File: src/rtl/kpd_pkg.sv
package kpd_pkg;

  // Basic-event flags produced by the classifier; at most one is set.
  typedef struct packed {
    logic is_open;
    logic is_ext;
    logic is_close;
  } evt_t;

  // One-hot partition automaton state; all-zero means no open candidate.
  typedef enum logic [1:0] {
    ST_IDLE   = 2'b00,
    ST_OPENED = 2'b01,
    ST_EXTEND = 2'b10
  } nfa_st_e;

endpackage

File: src/rtl/kpd_classify.sv
module kpd_classify
  import kpd_pkg::*;
#(
  parameter int REC_W     = 128,
  parameter int KEY_W     = 32,
  parameter int PRICE_W   = 32,
  parameter int PRICE_LSB = 32,
  parameter int PIVOT     = 20,
  parameter int IDX_W     = 4
) (
  input  logic [REC_W-1:0] rec,
  output logic [KEY_W-1:0] key,
  output logic [IDX_W-1:0] idx,
  output evt_t             ev
);

  localparam int NCHUNK = (KEY_W + IDX_W - 1) / IDX_W;
  localparam int PAD_W  = NCHUNK * IDX_W;

  logic [PRICE_W-1:0] price;
  logic [PAD_W-1:0]   key_pad;

  assign key   = rec[KEY_W-1:0];
  assign price = rec[PRICE_LSB +: PRICE_W];

  // Fold the key into a slot index, chunk by chunk.
  always_comb begin
    key_pad = '0;
    key_pad[KEY_W-1:0] = key;
    idx = '0;
    for (int i = 0; i < NCHUNK; i++) begin
      idx = idx ^ key_pad[i*IDX_W +: IDX_W];
    end
  end

  // All three predicates evaluated in parallel.
  always_comb begin
    ev.is_open  = (price == PRICE_W'(PIVOT));
    ev.is_ext   = (price >  PRICE_W'(PIVOT));
    ev.is_close = (price <  PRICE_W'(PIVOT));
  end

endmodule

File: src/rtl/kpd_nfa_step.sv
module kpd_nfa_step
  import kpd_pkg::*;
(
  input  nfa_st_e cur,
  input  evt_t    ev,
  output nfa_st_e nxt,
  output logic    accept
);

  always_comb begin
    nxt    = cur;
    accept = 1'b0;
    if (ev.is_open) begin
      nxt = ST_OPENED;
    end else if (cur != ST_IDLE) begin
      if (ev.is_ext) begin
        nxt = ST_EXTEND;
      end else if (ev.is_close) begin
        nxt    = ST_IDLE;
        accept = 1'b1;
      end
    end
  end

endmodule

File: src/rtl/kpd_state_table.sv
module kpd_state_table #(
  parameter int KEY_W = 32,
  parameter int IDX_W = 4
) (
  input  logic             clk,
  input  logic             rst,
  input  logic [IDX_W-1:0] rd_idx,
  input  logic             wr_en,
  input  logic [IDX_W-1:0] wr_idx,
  input  logic             wr_live,
  input  logic [KEY_W-1:0] wr_tag,
  input  logic [1:0]       wr_state,
  output logic             rd_live,
  output logic [KEY_W-1:0] rd_tag,
  output logic [1:0]       rd_state
);

  localparam int DEPTH = 1 << IDX_W;
  localparam int ENT_W = KEY_W + 2;

  // Tag and state in a plain synchronous-read array (block RAM friendly);
  // liveness in flops so that reset clears every slot at once.
  logic [ENT_W-1:0] mem [DEPTH];
  logic [DEPTH-1:0] live_q;
  logic [ENT_W-1:0] mem_q;
  logic             live_rd_q;
  logic [ENT_W-1:0] byp_q;
  logic             byp_live_q;
  logic             byp_hit_q;

  always_ff @(posedge clk) begin
    if (wr_en) begin
      mem[wr_idx] <= {wr_tag, wr_state};
    end
    mem_q <= mem[rd_idx];
  end

  always_ff @(posedge clk) begin
    if (rst) begin
      live_q    <= '0;
      live_rd_q <= 1'b0;
      byp_hit_q <= 1'b0;
    end else begin
      if (wr_en) begin
        live_q[wr_idx] <= wr_live;
      end
      live_rd_q <= live_q[rd_idx];
      byp_hit_q <= wr_en && (wr_idx == rd_idx);
    end
  end

  // The read and the write on one edge see the old entry; keep the new one.
  always_ff @(posedge clk) begin
    byp_q      <= {wr_tag, wr_state};
    byp_live_q <= wr_live;
  end

  assign {rd_tag, rd_state} = byp_hit_q ? byp_q : mem_q;
  assign rd_live            = byp_hit_q ? byp_live_q : live_rd_q;

endmodule

File: src/rtl/keyed_pattern_detector.sv
module keyed_pattern_detector
  import kpd_pkg::*;
#(
  parameter int REC_W     = 128,
  parameter int KEY_W     = 32,
  parameter int PRICE_W   = 32,
  parameter int PRICE_LSB = 32,
  parameter int PIVOT     = 20,
  parameter int IDX_W     = 4,
  parameter int CNT_W     = 16
) (
  input  logic             clk,
  input  logic             rst,
  input  logic             in_valid,
  output logic             in_ready,
  input  logic [REC_W-1:0] in_record,
  output logic             match_valid,
  output logic [KEY_W-1:0] match_key,
  output logic [CNT_W-1:0] drop_count
);

  logic [KEY_W-1:0] c_key;
  logic [IDX_W-1:0] c_idx;
  evt_t             c_ev;

  logic             s1_v;
  logic [KEY_W-1:0] s1_key;
  logic [IDX_W-1:0] s1_idx;
  evt_t             s1_ev;

  logic             t_live;
  logic [KEY_W-1:0] t_tag;
  logic [1:0]       t_state;

  logic             hit;
  nfa_st_e          cur_st;
  nfa_st_e          nxt_st;
  logic             accept;

  logic             wr_en;
  logic             wr_live;
  logic [1:0]       wr_state;
  logic             drop;

  assign in_ready = 1'b1;

  kpd_classify #(
    .REC_W(REC_W), .KEY_W(KEY_W), .PRICE_W(PRICE_W),
    .PRICE_LSB(PRICE_LSB), .PIVOT(PIVOT), .IDX_W(IDX_W)
  ) u_classify (
    .rec (in_record),
    .key (c_key),
    .idx (c_idx),
    .ev  (c_ev)
  );

  // Stage 1 register: aligns the record with the table read data.
  always_ff @(posedge clk) begin
    if (rst) begin
      s1_v <= 1'b0;
    end else begin
      s1_v <= in_valid;
    end
    s1_key <= c_key;
    s1_idx <= c_idx;
    s1_ev  <= c_ev;
  end

  kpd_state_table #(
    .KEY_W(KEY_W), .IDX_W(IDX_W)
  ) u_table (
    .clk      (clk),
    .rst      (rst),
    .rd_idx   (c_idx),
    .wr_en    (wr_en),
    .wr_idx   (s1_idx),
    .wr_live  (wr_live),
    .wr_tag   (s1_key),
    .wr_state (wr_state),
    .rd_live  (t_live),
    .rd_tag   (t_tag),
    .rd_state (t_state)
  );

  assign hit    = t_live && (t_tag == s1_key);
  assign cur_st = hit ? nfa_st_e'(t_state) : ST_IDLE;

  kpd_nfa_step u_step (
    .cur    (cur_st),
    .ev     (s1_ev),
    .nxt    (nxt_st),
    .accept (accept)
  );

  // Write-back decision: claim, update, free, or drop.
  always_comb begin
    wr_en    = 1'b0;
    wr_live  = 1'b0;
    wr_state = ST_IDLE;
    drop     = 1'b0;
    if (s1_v) begin
      if (s1_ev.is_open) begin
        if (!t_live || hit) begin
          wr_en    = 1'b1;
          wr_live  = 1'b1;
          wr_state = nxt_st;
        end else begin
          drop = 1'b1;
        end
      end else if (hit) begin
        wr_en    = 1'b1;
        wr_live  = (nxt_st != ST_IDLE);
        wr_state = nxt_st;
      end
    end
  end

  always_ff @(posedge clk) begin
    if (rst) begin
      match_valid <= 1'b0;
      match_key   <= '0;
      drop_count  <= '0;
    end else begin
      match_valid <= s1_v && accept;
      if (s1_v && accept) begin
        match_key <= s1_key;
      end
      if (drop) begin
        drop_count <= drop_count + 1'b1;
      end
    end
  end

endmodule

File: config.mk
export PLATFORM = sky130hd
export DESIGN_NAME = keyed_pattern_detector
export DESIGN_NICKNAME = d
export VERILOG_FILES = /design/src/rtl/kpd_pkg.sv /design/src/rtl/kpd_classify.sv /design/src/rtl/kpd_nfa_step.sv /design/src/rtl/kpd_state_table.sv /design/src/rtl/keyed_pattern_detector.sv
export SDC_FILE = /design/constraint.sdc
export NUM_CORES = 1
export LEC_CHECK = 0
export BUFFER_PORTS_ARGS = -buffer_cell sky130_fd_sc_hd__buf_2
export CORE_UTILIZATION = 53
export CTS_CLUSTER_DIAMETER = 50
export CTS_CLUSTER_SIZE = 20
export DETAILED_ROUTE_END_ITERATION = 8
export PLACE_DENSITY = 0.7
export SLEW_MARGIN = 10
export SYNTH_ARGS = -nofsm -noshare
export SYNTH_HDL_FRONTEND = slang
export SYNTH_SLANG_ARGS = --single-unit
export TNS_END_PERCENT = 1
File: constraint.sdc
create_clock -name clk -period 3.5 [get_ports clk]
set_input_delay 0.35 -clock clk [delete_from_list [all_inputs] [get_ports clk]]
set_output_delay 0.35 -clock clk [all_outputs]
set_load 0.05 [all_outputs]
==> metrics.md <==
| Metric | Value |
|---|---|
| Met2 Use GR | 40.28% |
| Layout cells sized above 1 | 18.46% |
| Global-route wire length before repair | 96520 um |
| Ys flop type | edfxtp_1 |
| WP data required | 3.80 ns |
| Die Y | 230.6 um |
| CTS tree | yes |
| Crit path top cell by count | buf_4 |
| Mapped cell area | 0.02769 sq mm |
| RePlAce Congestion | 0.7852 |
| Worst-case clock buffer depth | 3 |
| Die ar. | 0.05316 sq mm |
| Met3 Use GR | 3.335% |
| GR Util All Layers | 24.35% |
| Critical path class | flop to flop |
| Critical Path Source Type | flop |
| Asr flop ratio synth | 0% |
| RSZ-0062 raised after global routing | no |
| Vias per cell | 5.694 |
| Count leader, synth | edfxtp_1 |
| GRT overflow | 0 |
| Die width | 230.6 um |
| Synth Register Bits | 720 |
| P_leak | 11.61 nW |
| Worst Hold Slack | 0.03974 ns |
| Buf/Inv on CP | 4 |
| Crit path max-delay family | buffers and inverters |
| WL/cell | 22.48 um |
| Vias | 16240 |
| FMAX | 314.1 MHz |
| Arr. time, crit path | 3.48 ns |
| Worst-skew pair later-pin latency | 0.63 ns |
| Worst path cell trace | buf_4, mux2i_1, xnor2_1, nor4_2, buf_4, nand4_2, o31ai_4, buf_4, and4_2, buf_4 |
| Post-synth EDFFs | 544 |
| Avg Cell Area, Syn | 14.53 sq um |
| Multi-input logic area | 0.007342 sq mm |
| Crit Path Max Fanout | 17 |
| Stages on worst setup path | 10 |
| Max-capacitance violation count | 0 |
| Largest area contributor in the netlist | edfxtp_1 |
| Ys Warns | 0 |
| Initial antenna violation count | 0 |
| Crit path largest cell delay | 0.42 ns |
| Worst-path clk slew | 0.07 ns |
| Root buf cell | clkbuf_16 |
| Slew margin rel. | 39.51% |
| Min Tclk post-route | 3.184 ns |
| Nets | 2254 |
| Outcome | finished clean |
| Gate Count Post-Synth | 1906 |
| Setup violators final | 0 |
| Most frequent cells after synthesis | edfxtp_1 (544), nand2_1 (298), mux2i_1 (234) |
| Hold WC Path Type | primary input to flop |
| DPL Wire Length | 37560 um |
| Layout area overhead | 17.27% |
| Slowest cell on the critical path | dfxtp_2 |
| Hold path depth | 3 |
| Initial DRC count | 1531 |
| Total wire length | 64140 um |
| Pwr Total | 21.65 mW |
| Worst VDD drop | 0.0004730 V |
| H-tree Lvls | 2 |
| Grt met1 use | 33.47% |
| Pwr dens | 666.7 mW/mm^2 |
| Worst Clk Skew | 0.02469 ns |
| Vias in the first global route | 16120 |
| Max Slew Vio Count | 0 |
| Core ar. | 0.05151 sq mm |
| Setup bufs post-CTS | 0 |
| Placement Rows | 83 |
| I/O pin count | 181 |
| Sinks on Clock Net | 720 |
| Worst reg2reg path depth | 10 |
| Setup TNS | 0 ns |
| Slew @ Worst Pin | 0.9009 ns |
| Setup crit end kind | flop |
| Syn_nets | 2038 |
| Total CTS buffers | 60 |
| DRC Markers | 0 |
| Starting density of the core | 53.75% |
| Hold Fails Final Rpt | 0 |
| Share of the synthesized area in the top cell type | 59.00% |
| Seq. cell area | 0.01986 sq mm |
| Antenna viol nets, final | 0 |
| Fin crit share | 90.97% |
| Fillers | 3827 |
| Largest net degree at the start of global routing | 54 |
| Post-synth cell types | 48 |
| Sequential area share after synthesis | 71.72% |
| IO Port Bufs | 115 |
| Synth area leaders | edfxtp_1 (59%), dfxtp_1 (13%), mux2i_1 (8.5%) |
| Busiest grt layer | met2 |
| DR pass1 iterations | 5 |
==> layout by cell type (no fill, tap or decap), types with 7 or more instances in the layout <==
cell,instances
a31oi_1,34
nor2b_1,42
xnor2_1,58
dlygate4sd3_1,34
nand3_1,212
and4_2,14
nor4_1,15
inv_6,7
a21oi_1,7
nor2_1,50
dfxtp_1,175
buf_2,115
clkbuf_16,62
edfxtp_1,544
buf_12,41
mux2i_1,234
inv_8,7
buf_4,69
mux4_2,34
nand2_1,298
==> cells by family (layout without fill, tap and decap cells) <==
kind of cell / count (synthesis) / count (layout) / synth area share [%]
flip-flops: 720 / 720 / 71.72
XOR/XNOR: 65 / 65 / 2.056
multiplexers: 273 / 273 / 11.43
adder cells (fa/ha/maj): 1 / 1 / 0.04518
buffers and inverters: 116 / 382 / 1.952
AO/OA/AOI/OAI: 64 / 64 / 1.564
AND/OR/NAND/NOR: 666 / 666 / 11.22
other: 1 / 2 / 0.01354
==> metrics by stage <==
stage | utilization, % | worst slack, ns | cells | cell area [sq um]
after global placement | 58.25 | 0.1990 | 2706 | 30010
after CTS | 63.02 | 0.1028 | 2852 | 32460
after floorplan | - | 0.2113 | 1906 | 27690
after global routing | 63.03 | 0.1376 | 2852 | 32470
after detailed placement | 58.25 | 0.1326 | 2706 | 30010
final | 63.03 | 0.3162 | 2853 | 32470
==> what timing repair did <==
action | 4_1_cts | 5_1_grt
gates resized for setup | 0 | 1
endpoints found under the setup margin | 0 | 2
hold buffers | 34 | 0
hold endpoints to repair | 35 | 0
==> worst paths after layout <==
path / from / endpoint / slack (ns)
setup reg to reg: u_table.byp_hit_q / u_table.mem[1][20] / 0.32
hold reg to reg: u_table.live_q[11] / u_table.live_q[11] / 0.46
hold / removal: in_record[35] / s1_ev[0] / 0.04
setup / recovery: u_table.byp_hit_q / u_table.mem[1][20] / 0.32
==> per-layer routing <==
| metal | vias up | routed length, um |
|---|---|---|
| li1 | 7484 | - |
| met1 | 8165 | 27820 |
| met2 | 489 | 31130 |
| met3 | 106 | 3532 |
| met4 | 0 | 1659 |
| met5 | - | 0 |
==> power by group <==
part	switching, mW	internal [mW]
Sequential	0.125	9.43
Clock	3.31	3.77
Combinational	2.92	2.09
==> worst min-delay path, cell delays in order <==
cell    delay [ns]
buf_2         0.09
o21a_1        0.10
nor3_1        0.06
==> cell type report <==
class	instances	share of cell area, %
clock buffer	68	4.879
clock inverter	44	1.630
sequential	720	61.17
multi-input combinational	1070	22.61
tap	680	2.620
timing repair buffer	259	6.944
antenna	1	0.007707
inverter	11	0.1387
==> state kept, by name (all words and copies together) (netlist names), 3 cells and up <==
| signal | flops |
|---|---|
| s1_ev | 3 |
| s1_idx | 4 |
| s1_key | 32 |
| u_table.mem_q | 34 |
| match_key | 32 |
| drop_count | 16 |
| u_table.mem | 544 |
| u_table.byp_q | 34 |
| u_table.live_q | 16 |
Note: power is estimated with default switching activity, not from simulation.
